**src/rtl/dma_tc_pkg.sv**
```systemverilog
package dma_tc_pkg;
  localparam int unsigned SIZE_W = 2;

  typedef enum logic [SIZE_W-1:0] {
    SZ_BYTE = 2'b00,
    SZ_HALF = 2'b01,
    SZ_WORD = 2'b10,
    SZ_RSVD = 2'b11
  } acc_size_e;

  typedef enum logic {
    CASC_EACH  = 1'b0,
    CASC_FINAL = 1'b1
  } casc_mode_e;

  typedef struct packed {
    logic accept;
    logic underflow;
  } xfer_evt_t;
endpackage

```
**src/rtl/dma_tc_wr_guard.sv**
```systemverilog
module dma_tc_wr_guard
  import dma_tc_pkg::*;
(
  input  logic              clk_i,
  input  logic              rst_ni,
  input  logic              wr_en_i,
  input  logic [SIZE_W-1:0] wr_size_i,
  input  logic              wr_addr0_i,
  input  logic              chan_en_i,
  output logic              load_o,
  output logic              err_o
);
  logic shape_ok;
  logic err_q;

  assign shape_ok = (acc_size_e'(wr_size_i) == SZ_HALF) && !wr_addr0_i;
  // well-formed writes are dropped silently while the channel runs
  assign load_o   = wr_en_i && shape_ok && !chan_en_i;

  always_ff @(posedge clk_i or negedge rst_ni) begin
    if (!rst_ni)                  err_q <= 1'b0;
    else if (wr_en_i && !shape_ok) err_q <= 1'b1;
  end

  assign err_o = err_q;
endmodule

```
**src/rtl/dma_tc_core.sv**
```systemverilog
module dma_tc_core
  import dma_tc_pkg::*;
#(
  parameter int unsigned CNT_W = 16
) (
  input  logic             clk_i,
  input  logic             rst_ni,
  input  logic             load_i,
  input  logic [CNT_W-1:0] load_val_i,
  input  logic             xfer_i,
  input  logic             chan_en_i,
  input  logic             halt_i,
  output logic [CNT_W-1:0] cnt_o,
  output xfer_evt_t        evt_o
);
  localparam logic [CNT_W-1:0] ONE = CNT_W'(1);

  logic [CNT_W-1:0] cnt_q;
  logic             accept;

  assign accept          = xfer_i && chan_en_i && !halt_i;
  assign evt_o.accept    = accept;
  assign evt_o.underflow = accept && (cnt_q == '0);

  always_ff @(posedge clk_i or negedge rst_ni) begin
    if (!rst_ni)     cnt_q <= '0;
    else if (load_i) cnt_q <= load_val_i;
    else if (accept) cnt_q <= cnt_q - ONE;
  end

  assign cnt_o = cnt_q;
endmodule

```
**src/rtl/dma_tc_readback.sv**
```systemverilog
module dma_tc_readback #(
  parameter int unsigned CNT_W = 16,
  parameter int unsigned LAG   = 1
) (
  input  logic             clk_i,
  input  logic             rst_ni,
  input  logic [CNT_W-1:0] cnt_i,
  output logic [CNT_W-1:0] rd_o
);
  generate
    if (LAG == 0) begin : g_direct
      assign rd_o = cnt_i;
    end else begin : g_lag
      logic [CNT_W-1:0] stage_q [LAG];
      for (genvar i = 0; i < LAG; i++) begin : g_stage
        always_ff @(posedge clk_i or negedge rst_ni) begin
          if (!rst_ni) stage_q[i] <= '0;
          else         stage_q[i] <= (i == 0) ? cnt_i : stage_q[(i == 0) ? 0 : i-1];
        end
      end
      assign rd_o = stage_q[LAG-1];
    end
  endgenerate
endmodule

```
**src/rtl/dma_tc_event.sv**
```systemverilog
module dma_tc_event
  import dma_tc_pkg::*;
(
  input  logic      clk_i,
  input  logic      rst_ni,
  input  xfer_evt_t evt_i,
  input  logic      ring_i,
  input  logic      chan_en_i,
  input  logic      casc_en_i,
  input  logic      casc_mode_i,
  output logic      done_o,
  output logic      eot_o,
  output logic      casc_o
);
  logic finish;
  logic casc_hit;
  logic done_q, eot_q, casc_q;

  // ring mode never finishes
  assign finish = evt_i.underflow && !ring_i;

  always_comb begin
    unique case (casc_mode_e'(casc_mode_i))
      CASC_EACH:  casc_hit = evt_i.accept;
      CASC_FINAL: casc_hit = finish;
      default:    casc_hit = 1'b0;
    endcase
  end

  always_ff @(posedge clk_i or negedge rst_ni) begin
    if (!rst_ni) begin
      done_q <= 1'b0;
      eot_q  <= 1'b0;
      casc_q <= 1'b0;
    end else begin
      done_q <= finish;
      casc_q <= casc_en_i && casc_hit;
      if (!chan_en_i)  eot_q <= 1'b0;
      else if (finish) eot_q <= 1'b1;
    end
  end

  assign done_o = done_q;
  assign eot_o  = eot_q;
  assign casc_o = casc_q;
endmodule

```
**src/rtl/dma_tc_counter.sv**
```systemverilog
module dma_tc_counter
  import dma_tc_pkg::*;
#(
  parameter int unsigned CNT_W  = 16,
  parameter int unsigned RD_LAG = 1
) (
  input  logic             clk_i,
  input  logic             rst_ni,
  input  logic             wr_en_i,
  input  logic [1:0]       wr_size_i,
  input  logic             wr_addr0_i,
  input  logic [CNT_W-1:0] wr_data_i,
  input  logic             chan_en_i,
  input  logic             ring_mode_i,
  input  logic             casc_en_i,
  input  logic             casc_mode_i,
  input  logic             xfer_done_i,
  output logic [CNT_W-1:0] rd_data_o,
  output logic             done_o,
  output logic             eot_o,
  output logic             casc_o,
  output logic             acc_err_o
);
  logic             load;
  logic [CNT_W-1:0] cnt_q;
  xfer_evt_t        evt;
  logic             eot;

  dma_tc_wr_guard u_guard (
    .clk_i      (clk_i),
    .rst_ni     (rst_ni),
    .wr_en_i    (wr_en_i),
    .wr_size_i  (wr_size_i),
    .wr_addr0_i (wr_addr0_i),
    .chan_en_i  (chan_en_i),
    .load_o     (load),
    .err_o      (acc_err_o)
  );

  dma_tc_core #(.CNT_W(CNT_W)) u_core (
    .clk_i      (clk_i),
    .rst_ni     (rst_ni),
    .load_i     (load),
    .load_val_i (wr_data_i),
    .xfer_i     (xfer_done_i),
    .chan_en_i  (chan_en_i),
    .halt_i     (eot),
    .cnt_o      (cnt_q),
    .evt_o      (evt)
  );

  dma_tc_readback #(.CNT_W(CNT_W), .LAG(RD_LAG)) u_rd (
    .clk_i  (clk_i),
    .rst_ni (rst_ni),
    .cnt_i  (cnt_q),
    .rd_o   (rd_data_o)
  );

  dma_tc_event u_evt (
    .clk_i       (clk_i),
    .rst_ni      (rst_ni),
    .evt_i       (evt),
    .ring_i      (ring_mode_i),
    .chan_en_i   (chan_en_i),
    .casc_en_i   (casc_en_i),
    .casc_mode_i (casc_mode_i),
    .done_o      (done_o),
    .eot_o       (eot),
    .casc_o      (casc_o)
  );

  assign eot_o = eot;
endmodule

```
**config.mk**
```make
export PLATFORM = sky130hd
export DESIGN_NAME = dma_tc_counter
export DESIGN_NICKNAME = d
export VERILOG_FILES = /design/src/rtl/dma_tc_pkg.sv /design/src/rtl/dma_tc_wr_guard.sv /design/src/rtl/dma_tc_core.sv /design/src/rtl/dma_tc_readback.sv /design/src/rtl/dma_tc_event.sv /design/src/rtl/dma_tc_counter.sv
export SDC_FILE = /design/constraint.sdc
export NUM_CORES = 1
export LEC_CHECK = 0
export ABC_AREA = 1
export BUFFER_PORTS_ARGS = -buffer_cell sky130_fd_sc_hd__buf_2
export CAP_MARGIN = 40
export CORE_MARGIN = 4
export CORE_UTILIZATION = 30
export CTS_BUF_LIST = sky130_fd_sc_hd__clkbuf_4
export DETAILED_ROUTE_END_ITERATION = 10
export HOLD_SLACK_MARGIN = 0.03
export PLACE_DENSITY = 0.56
export SLEW_MARGIN = 20
export SYNTH_ARGS = -nofsm -noshare
export SYNTH_HDL_FRONTEND = slang
export SYNTH_SLANG_ARGS = --single-unit
export TNS_END_PERCENT = 100
```
**constraint.sdc**
```tcl
create_clock -name clk_i -period 1.9 [get_ports clk_i]
set_clock_uncertainty 0.2 [all_clocks]
set_input_delay 0.285 -clock clk_i [delete_from_list [all_inputs] [get_ports clk_i]]
set_output_delay 0.285 -clock clk_i [all_outputs]
set_load 0.005 [all_outputs]
```
=== Word level (Yosys, flattened, before mapping) ===
Index checks and enable logic that the tools add are counted.

* Add/sub/neg operators: 1
* Equality and inequality tests: 2
* Multiplexer cells: 5
* Bitwise operators: 1
* Reduce and logical (&&, ||, !) cells: 16

{| class="wikitable"
|+ Operator list
! operator !! count
|-
| 16-bit 2-to-1 mux || 2
|-
| 16-bit zero test || 1
|-
| 16-bit by 1-bit subtractor with 16-bit output (second input constant) || 1
|-
| 1-bit logical AND || 9
|-
| 1-bit zero test || 5
|-
| 2-bit by 1-bit equality test with 1-bit output (second input constant) || 1
|-
| 1-bit 2-to-1 mux || 2
|-
| 2-bit by 1-bit inequality test with 1-bit output (second input constant) || 1
|-
| 1-bit one-hot mux with 2 select lines || 1
|-
| 2-bit nonzero test || 1
|-
| 1-bit NOT || 1
|}

* Bits in registers: 36
* Output and inout bits: 20
* Word-level logic and storage cells: 31

=== Logic depth before layout (Yosys ltp) ===
Gate-level depths: netlist (run 1).

* Depth in word-level cells: 6
* Mapped depth: 9
* Depth with buffers taken out: 9

=== By module ===
Synthesis (run 1) repeated with hierarchy kept, for this count alone.

* Cells, all modules: 212
* Area, all modules: 1,781.7 µm²

{| class="wikitable"
|+ Modules (own cells, without submodules)
! module !! times used !! cells each !! area each (µm²) !! sequential area each (µm²)
|-
| dma_tc_core || 1 || 174 || 1,194.9 || 400.4
|-
| dma_tc_readback || 1 || 16 || 400.4 || 400.4
|-
| dma_tc_event || 1 || 12 || 121.4 || 75.1
|-
| dma_tc_wr_guard || 1 || 10 || 65.1 || 25.0
|}

=== Worst setup path after synthesis (run 1) ===
No wires, ideal clock.

* Kind: register to register
* Start point: register u_core.cnt_q[0], in the netlist u_core.cnt_o[0]
* End point: register u_core.cnt_q[8], in the netlist u_core.cnt_o[8]
* Setup time: 0.128 ns
* Arrival time: 1.126 ns
* Data required time: 1.572 ns
* Setup slack: 0.447 ns
* Cell stages (with the launch flop): 8
* Cell sequence: dfrtp_1 -> inv_1 -> ha_1 -> nand2_1 -> nor2_2 -> nand2_1 -> o21ai_0 -> nand3_1

* Cells in the longest elaborated chain, start to end: 3

{| class="wikitable"
|+ RTL lines
! what !! RTL line !! source
|-
| from (decl) || dma_tc_core.sv:18 || <nowiki>logic [CNT_W-1:0] cnt_q;</nowiki>
|-
| from (signal assigned) || dma_tc_core.sv:27 || <nowiki>else if (load_i) cnt_q <= load_val_i;</nowiki>
|-
| from (signal assigned) || dma_tc_core.sv:28 || <nowiki>else if (accept) cnt_q <= cnt_q - ONE;</nowiki>
|-
| 16-bit by 1-bit subtractor with 16-bit output || dma_tc_core.sv:28 ||
|-
| 16-bit 2-to-1 mux || dma_tc_core.sv:28 ||
|-
| 16-bit 2-to-1 mux || dma_tc_core.sv:27 ||
|}

No other way between the ends. The select of a mux whose other input is x is not followed.
A chain may end at the register's enable or synchronous reset.

=== Worst setup path in the final report (run 1) ===
* Start point: input chan_en_i
* End point: register u_core.cnt_q[7], in the netlist u_core.cnt_o[7]

* Cells in the longest elaborated chain, start to end: 3
* Elaborated cells between the ends (all ways): 6
* Classes of those cells: 1 x mux; 5 x reduce/logical

{| class="wikitable"
|+ RTL lines
! what !! RTL line !! source
|-
| from (decl) || dma_tc_counter.sv:13 || <nowiki>input logic chan_en_i,</nowiki>
|-
| 1-bit zero test / 1-bit logical AND (equally long branches) || n/a ||
|-
| 1-bit logical AND, on equally long branches || dma_tc_wr_guard.sv:18, dma_tc_core.sv:21 ||
|-
| 16-bit 2-to-1 mux / 2-bit nonzero test (equally long branches) || n/a ||
|}

Parallel ways exist; a longest one is shown, timed or not.

==> results.py, run 1 <==
metrics = {
    "setup_path": {
        "endpoint_kind": "flop",
        "crit_fanout": 19,
        "crit_chain": "dlygate4sd3_1 > buf_2 > nor2_4 > nand4_4 > nand2_2 > nand2_1 > o21a_1",
        "slowest_stage": "dlygate4sd3_1",
        "crit_arrival_ps": 1810,
        "critPathLaunch": "chan_en_i",
        "critPathMaxStageDelay_ps": 540,
        "crit_type": "input pin to flop",
        "worstPathRequired_ps": 1940,
        "crit_family": "buffers and inverters",
        "critPathLaunchType": "input pin",
        "timing.rr.start": "u_core.cnt_o[0]",
        "path_buf_inv": 2,
    },
    "sta": {
        "hold_viol": 0,
        "fin_crit_sh_pct": 93.2,
        "setup_slack_ps": 129,
        "slew_viol_final": 0,
        "rsz0062_at_grt": "no",
        "worst_pin_slew_ps": 409,
        "fmax_ghz": 0.565,
        "setup_tns_ps": 0,
        "period_minus_slack_ps": 1770,
        "setup_viol": 0,
        "slew_headroom_pct": 72.7,
    },
    "detailed_routing": {
        "drt_iter0_drc": 95,
        "vias": 1493,
        "wl_um": 3960,
        "routedWlPerCell_um": 11.6,
        "antenna_left": 0,
        "drc_errors": 0,
        "first_pass_iters": 4,
        "post_drt_via_cell_ratio": 4.38,
    },
    "layout": {
        "n_fill_cell": 610,
        "syn2layout_area_growth_pct": 29.1,
        "utilization_pct": 40.6,
        "instances_no_fill": 341,
        "antennaDiodeCount": 0,
        "drive_gt1_share_pct": 27.5,
        "final_area_um2": 2280,
        "fin_nets": 297,
    },
    "yosys": {
        "syn_nets": 230,
        "postSynthCellCount": 202,
        "synth_seq_cells": 36,
        "synth.avg_cell_area_um2": 8.73,
        "yosysMostFrequentCell": "nand2_1",
        "ys.flop_type": "dfrtp_1",
        "yosysSeqAreaShare_pct": 51.1,
        "synth_cell_types": 28,
        "synth_area_um2": 1760,
        "async_reset_ff_share_pct": 100,
        "ys.warnings.count": 0,
        "synth_edf_count": 0,
        "synth_common_cells": "40 x nand2_1, 36 x dfrtp_1, 27 x inv_1",
        "synth_top_area_share_pct": 51.1,
        "synth_top_cell_by_area": "dfrtp_1",
        "synthTopCellsByArea": "dfrtp_1 51%, nand2_1 8.5%, inv_1 5.7%",
    },
    "placed_design": {
        "hpwl_um": 2970,
        "gp_congestion": 0.815,
        "placed_area_um2": 2070,
        "placed_cells": 318,
        "dp_worst_setup_slack_ps": 280,
        "io_buffers": 46,
    },
    "clocking": {
        "clk_latency_ps": 330,
        "cts-root-buf": "clkbuf_4",
        "clk_pin_slew_ps": 100,
        "h-tree-depth": 2,
        "cts-buffers-inserted": 5,
        "cts_sinks": 36,
        "cts_tree": "yes",
        "clockBufferDepth": 2,
    },
    "power_and_ir_drop": {
        "power_frac_comb_pct": 29.8,
        "cellPowerDensity_nw_per_um2": 991,
        "p_switching_mw": 0.792,
        "intPower_mw": 1.46,
        "ir_drop_v": 0.000434,
        "pwr-share-seq_pct": 53.1,
        "p_sw_share_pct": 35.1,
        "clkPwrFrac_pct": 17.0,
        "p_leak_nw": 1.14,
    },
    "floorplanning": {
        "die_w_um": 84.7,
        "die_y_um": 84.7,
        "die-area_um2": 7170,
        "pin_count": 47,
        "start_util_pct": 31.4,
        "core_area_um2": 5610,
        "row_count": 27,
    },
    "run": {
        "cap_violations": 0,
    },
    "global_routing": {
        "grt_max_degree": 21,
        "grt_usage_pct": 12.2,
        "grt_pass1_vias": 1504,
        "antenna_found_initial": 0,
        "gr-total-overflow": 0,
        "grt_pass1_wl_um": 7050,
    },
    "min_path": {
        "hp-class": "input pin to flop",
        "worstHoldStart": "wr_data_i[12]",
    },
    "status": {
        "status": "finished, final reports clean",
    },
}
## registers in the layout, summed over array words and instances, names as in the netlist
| name | flops |
|---|---|
| u_evt.eot_o | 1 |
| u_evt.casc_o | 1 |
| u_guard.err_o | 1 |
| u_rd.rd_o | 16 |
| u_core.cnt_o | 16 |
| u_evt.done_o | 1 |
## cell type report
class	count	area [um^2]	area share, %
Inverter	29	109	4.78
Clock buffer	6	45.0	1.98
Multi-Input combinational cell	133	708	31.1
Clock inverter	1	5.00	0.220
Tap cell	72	90.1	3.96
Sequential cell	36	901	39.6
Timing Repair Buffer	64	418	18.4
## per-layer routing
layer / vias up / wire (um) / GRT usage, %
met5: - / 0 / 0
met4: 0 / 61 / 4.32
met3: 7 / 239 / 3.53
met2: 37 / 1630 / 18.0
met1: 671 / 2030 / 17.1
li1: 778 / - / -
## what timing repair did
action	4_1_cts	5_1_grt
gates resized for setup	0	0
setup buffers	0	0
endpoints found under the hold margin	50	0
hold buffers	16	0
## per-stage QoR
| step | power, mW | hold WS [ps] |
|---|---|---|
| after CTS | 2.30 | 68.7 |
| after floorplan | 1.59 | -211 |
| after global placement | 1.86 | 40.7 |
| after global routing | 2.44 | 101 |
| after detailed placement | 1.87 | 40.6 |
| final | 2.25 | 82.8 |
## power by group through the flow
stage               clock (mW)  sequential, mW  combinational (mW)
floorplan                    0            1.19               0.403
global placement             0            1.21               0.654
detailed placement           0            1.21               0.656
CTS                      0.412            1.20               0.686
global route             0.434            1.23               0.775
finish                   0.384            1.20               0.673
## layout by cell type, fill, tap and decap left out, types with 2 or more instances in the layout
cell type / count
nand2_2: 3
dfrtp_1: 36
o211ai_1: 4
nor2_4: 4
nor2_1: 26
clkbuf_4: 6
nor2_2: 4
a21oi_1: 2
o21ai_1: 5
buf_2: 46
a21boi_1: 2
inv_1: 27
inv_2: 2
nand3_1: 20
o21ai_0: 4
nand2_1: 40
dlygate4sd3_1: 16
nand3_2: 3
nand4_1: 5
## cell families after synthesis
group           after synthesis  synth area share, %
simple gates                111                 32.0
fa+ha+maj                     1                0.710
compound gates               20                 6.96
flops                        36                 51.1
xor+xnor                      1                0.497
buf+inv                      33                 8.73
## worst min-delay path: stages
cell,delay [ps]
buf_2,80
or2_0,90
nand2_1,50
nor2_1,70
## worst paths after layout
check | to | slack, ps | cells after the start
max | u_core.cnt_o[7] | 130 | 7
max reg2reg | u_core.cnt_o[8] | 270 | 7
max in group asynchronous | u_core.cnt_o[12] | 860 | 3
min reg2reg | u_rd.rd_o[13] | 210 | 0
min in group asynchronous | u_core.cnt_o[3] | 200 | 2
min | u_core.cnt_o[12] | 80 | 4
(Power assumes the default switching activity.)
==> run 2, diff against run 1 <==
Settings changed: CORE_MARGIN 4 to unset.
==> run 2 against run 1 <==
Net effect: wire length shrank 2.6%; fmax about the same; sequential power is essentially flat; first-iteration DRC count is 23% lower; die area shrank 14%; non-clock buffer count unchanged; power increased by 1.1%; sequential cell count unchanged; sequential share of layout area is 0.11 points lower; critical path depth is the same; global-route usage grew 1.7 points; final area increased by 0.28%.
==> results.py, run 2 (synthesis gave the netlist of run 1 again) <==
metrics = {
    "power_and_ir_drop": {
        "p_sw_share_pct": 36.2,
        "cellPowerDensity_nw_per_um2": 999,
        "power_frac_comb_pct": 29.4,
        "p_leak_nw": 1.14,
        "clkPwrFrac_pct": 18.1,
        "p_switching_mw": 0.826,
        "intPower_mw": 1.45,
        "ir_drop_v": 0.000414,
        "finalPower_mw": 2.28,
        "pwr-share-seq_pct": 52.5,
    },
    "setup_path": {
        "crit_arrival_ps": 1830,
        "timing.rr.start": "u_core.cnt_o[0]",
        "crit_chain": "dlygate4sd3_1 > buf_2 > nor2_4 > nand4_4 > nand2_2 > nand2_1 > o21a_1",
        "critPathLaunchType": "input pin",
        "r2r_setup_slack_ps": 270,
        "r2r.worst_path.cells": 7,
        "crit_type": "input pin to flop",
        "critPathLaunch": "chan_en_i",
        "crit_end": "u_core.cnt_o[7]",
        "worstPathRequired_ps": 1960,
        "slowest_stage": "dlygate4sd3_1",
        "critPathMaxStageDelay_ps": 530,
        "crit_fanout": 19,
        "endpoint_kind": "flop",
        "r2r-end": "u_core.cnt_o[8]",
    },
    "global_routing": {
        "grt_max_degree": 20,
        "grt_usage_pct": 13.9,
        "grt_pass1_vias": 1448,
        "gr-total-overflow": 0,
        "grt_pass1_wl_um": 6500,
        "antenna_found_initial": 0,
    },
    "layout": {
        "syn2layout_area_growth_pct": 29.5,
        "fin_nets": 297,
        "final_common_cell": "buf_2",
        "antennaDiodeCount": 0,
        "n_fill_cell": 598,
        "drive_gt1_share_pct": 27.8,
        "final_cell_mix": "46 x buf_2, 40 x nand2_1, 36 x dfrtp_1",
    },
    "sta": {
        "fin_crit_sh_pct": 93.2,
        "slew_headroom_pct": 70.2,
        "hold_viol": 0,
        "period_minus_slack_ps": 1770,
        "setup_tns_ps": 0,
        "worst_pin_slew_ps": 448,
        "setup_viol": 0,
        "rsz0062_at_grt": "no",
        "slew_viol_final": 0,
        "fmax_ghz": 0.565,
    },
    "clocking": {
        "clk_latency_ps": 350,
        "cts-buffers-inserted": 5,
        "cts-root-buf": "clkbuf_4",
        "cts_sinks": 36,
        "clockBufferDepth": 2,
        "cts_resized": 0,
        "cts_tree": "yes",
        "clk_pin_slew_ps": 120,
        "h-tree-depth": 2,
    },
    "status": {
        "status": "finished, final reports clean",
    },
    "detailed_routing": {
        "antenna_left": 0,
        "wl_met2_um": 1660,
        "vias": 1479,
        "first_pass_iters": 4,
        "drt-met1-wl_um": 1950,
        "wl_um": 3860,
        "post_drt_via_cell_ratio": 4.32,
        "wl_met3_um": 173,
        "drc_errors": 0,
        "routedWlPerCell_um": 11.3,
        "highest_layer": "met4",
        "drt_iter0_drc": 73,
    },
    "floorplanning": {
        "core_area_um2": 5570,
        "die_y_um": 78.7,
        "start_util_pct": 31.6,
        "die-area_um2": 6190,
        "row_count": 27,
        "die_w_um": 78.7,
        "pin_count": 47,
    },
    "placed_design": {
        "hpwl_um": 2820,
        "io_buffers": 46,
        "gp_congestion": 0.780,
    },
    "run": {
        "cap_violations": 0,
    },
    "min_path": {
        "hp-class": "input pin to flop",
    },
}
[run 2: power groups by stage]
| stage | Combinational (mW) | Sequential (mW) | Clock [mW] |
|---|---|---|---|
| CTS | 0.682 | 1.20 | 0.433 |
| global route | 0.773 | 1.23 | 0.474 |
| detailed placement | 0.654 | 1.21 | 0 |
| floorplan | 0.403 | 1.19 | 0 |
| global placement | 0.645 | 1.21 | 0 |
| finish | 0.670 | 1.20 | 0.413 |
[run 2: layer usage]
layer	GRT usage, %	vias up
li1	-	780
met1	18.9	655
met2	20.7	36
met3	3.26	8
met4	6.85	0
met5	0	-
[run 2: timing repair]
| item | in CTS | in global routing |
|---|---|---|
| endpoints found under the hold margin | 50 | 0 |
| hold buffers | 16 | 0 |
| setup buffers | 0 | 0 |
[run 2: worst min path at each step]
stage | startpoint | to | slack [ps] | cells after the start
3_5_place_dp | rst_ni | u_rd.rd_o[1] | 60 | 1
5_1_grt | wr_data_i[7] | u_core.cnt_o[7] | 70 | 4
2_1_floorplan | rst_ni | u_core.cnt_o[0] | -210 | 0
3_3_place_gp | rst_ni | u_rd.rd_o[1] | 50 | 1
4_1_cts | wr_data_i[10] | u_core.cnt_o[10] | 50 | 3
6_report | wr_data_i[10] | u_core.cnt_o[10] | 50 | 3
[run 2: worst max-delay path: cells and delay by family]
kind / cells / cell delay (ps)
buffers and inverters: 2 / 690
AO/OA/AOI/OAI: 1 / 190
AND/OR/NAND/NOR: 4 / 650
[run 2: through the flow]
step / setup WS [ps] / cells / instance area, um^2 / util [%] / hold WS [ps]
after floorplan: 447 / 202 / 1760 / - / -211
after global placement: 293 / 318 / 2070 / 37.1 / 53.4
after detailed placement: 276 / 318 / 2070 / 37.1 / 55.1
after CTS: 150 / 342 / 2280 / 40.9 / 47.2
after global routing: 42.9 / 342 / 2280 / 40.9 / 72.2
final: 129 / 342 / 2280 / 40.9 / 52.6
[run 2: layout make-up]
| type | instances | area [um^2] | share of cell area [%] |
|---|---|---|---|
| sequential | 36 | 901 | 39.5 |
| multi-input combinational | 133 | 708 | 31.0 |
| timing repair buffer | 64 | 418 | 18.3 |
| inverter | 29 | 109 | 4.77 |
| tap | 72 | 90.1 | 3.95 |
| clock buffer | 5 | 37.5 | 1.64 |
| clock inverter | 3 | 18.8 | 0.822 |
==> run 3, diff against run 2 <==
Settings changed: CTS_BUF_LIST sky130_fd_sc_hd__clkbuf_4 to sky130_fd_sc_hd__clkbuf_2.
==> run 3 against run 2 <==
Net effect: fmax increased by 4.6%; global-route usage about the same; register-to-register slack about the same; first-iteration DRC count increased by 18%; cell count increased by 1.5%; clock-buffer cell count unchanged; via count increased by 1.6%; non-clock buffer count increased by 5; critical path type unchanged; critical endpoint unchanged; largest power group unchanged; highest routed layer unchanged.
==> results.py, run 3 (synthesis gave the netlist of run 1 again) <==
metrics = {
    "setup_path": {
        "critPathLaunchType": "input pin",
        "endpoint_kind": "flop",
        "critPathMaxStageDelay_ps": 530,
        "crit_chain": "dlygate4sd3_1 > buf_2 > nor2_4 > nand4_4 > nand2_2 > nand2_1 > o21a_1",
        "r2r-end": "u_core.cnt_o[8]",
        "timing.rr.start": "u_core.cnt_o[0]",
        "crit_type": "input pin to flop",
        "crit_arrival_ps": 1820,
        "worstPathRequired_ps": 2030,
        "r2r.worst_path.cells": 7,
        "crit_fanout": 19,
        "crit_family": "buffers and inverters",
        "r2r_setup_slack_ps": 260,
        "slowest_stage": "dlygate4sd3_1",
        "path_buf_inv": 2,
    },
    "status": {
        "status": "finished, final reports clean",
    },
    "sta": {
        "slew_headroom_pct": 70.2,
        "setup_tns_ps": 0,
        "period_minus_slack_ps": 1690,
        "fin_crit_sh_pct": 89.1,
        "worst_pin_slew_ps": 447,
        "rsz0062_at_grt": "no",
        "setup_viol": 0,
        "fmax_ghz": 0.591,
        "slew_viol_final": 0,
        "hold_viol": 0,
    },
    "power_and_ir_drop": {
        "p_leak_nw": 1.16,
        "ir_drop_v": 0.000415,
        "cellPowerDensity_nw_per_um2": 963,
    },
    "layout": {
        "utilization_pct": 41.6,
        "final_cell_mix": "46 x buf_2, 40 x nand2_1, 36 x dfrtp_1",
        "drive_gt1_share_pct": 27.3,
        "antennaDiodeCount": 0,
        "fin_nets": 302,
        "final_area_um2": 2320,
        "syn2layout_area_growth_pct": 31.6,
        "final_common_cell": "buf_2",
    },
    "clocking": {
        "post_cts_buffers": 0,
        "cts-buffers-inserted": 5,
        "cts_tree": "yes",
        "cts_sinks": 36,
        "cts_hold_buf": 21,
        "cts-root-buf": "clkbuf_2",
        "clk_latency_ps": 410,
        "clockBufferDepth": 2,
        "cts_resized": 0,
        "clk_pin_slew_ps": 200,
        "h-tree-depth": 2,
    },
    "min_path": {
        "hp-class": "input pin to flop",
        "worstHoldPathCells": 3,
        "min_to": "u_guard.err_o",
        "worstHoldStart": "wr_size_i[0]",
    },
    "floorplanning": {
        "core_area_um2": 5570,
        "start_util_pct": 31.6,
        "die_w_um": 78.7,
        "die-area_um2": 6190,
        "row_count": 27,
        "die_y_um": 78.7,
        "pin_count": 47,
    },
    "detailed_routing": {
        "drc_errors": 0,
        "routedWlPerCell_um": 11.2,
        "post_drt_via_cell_ratio": 4.33,
        "vias": 1502,
        "wl_um": 3900,
        "drt_iter0_drc": 86,
        "first_pass_iters": 4,
        "antenna_left": 0,
    },
    "global_routing": {
        "grt_usage_pct": 14.0,
        "grt_max_degree": 20,
        "grt_pass1_wl_um": 6560,
        "antenna_found_initial": 0,
        "gr-total-overflow": 0,
        "grt_pass1_vias": 1469,
    },
    "placed_design": {
        "gp_congestion": 0.780,
        "hpwl_um": 2820,
        "placed_area_um2": 2070,
        "io_buffers": 46,
    },
    "run": {
        "cap_violations": 0,
    },
}
run 3: cell types whose count changed in the layout (fill, tap and decap cells not counted), sizes merged:
cell         change
dlygate4sd3      +5
run 3: power by group:
part           switching (mW)  total (mW)  internal (mW)
logic                   0.363       0.678          0.315
clock network           0.271       0.360         0.0887
registers               0.193        1.20           1.00
run 3: through the flow:
| step | total power [mW] | setup WS (ps) | hold slack [ps] | cells |
|---|---|---|---|---|
| floorplan | 1.59 | 447 | -211 | 202 |
| global placement | 1.86 | 293 | 53.4 | 318 |
| detailed placement | 1.87 | 276 | 55.1 | 318 |
| CTS | 2.26 | 218 | 83.0 | 347 |
| global route | 2.43 | 110 | 62.3 | 347 |
| finish | 2.23 | 207 | 86.7 | 347 |
run 3: how the worst max path moves through the flow:
stage / from / end / slack, ps / cells after the start
after floorplan: u_core.cnt_o[0] / u_core.cnt_o[8] / 450 / 7
final: chan_en_i / u_core.cnt_o[7] / 210 / 7
after CTS: chan_en_i / u_core.cnt_o[7] / 220 / 7
after global placement: u_core.cnt_o[1] / u_core.cnt_o[8] / 290 / 7
after global routing: u_core.cnt_o[0] / u_core.cnt_o[8] / 110 / 8
after detailed placement: u_core.cnt_o[0] / u_core.cnt_o[8] / 280 / 7
run 3: layout make-up:
type                            instances  area, um^2
Clock buffer                            5        25.0
Fill cell                             598        3250
Timing Repair Buffer                   69         468
Clock inverter                          3        18.8
Sequential cell                        36         901
Multi-Input combinational cell        133         708
Tap cell                               72        90.1
Inverter                               29         109
run 3: layer usage:
layer,up-vias,wire length (um),global-route usage [%]
met2,43,1710,21.3
met3,4,195,3.49
met1,666,1950,18.7
met5,-,0,0
li1,789,-,-
met4,0,41,5.74
run 3: tightest hold or removal path, delay by kind of cell:
kind,cells,cell delay (ps)
buffers and inverters,1,120
AND/OR/NAND/NOR,1,130
AO/OA/AOI/OAI,1,120
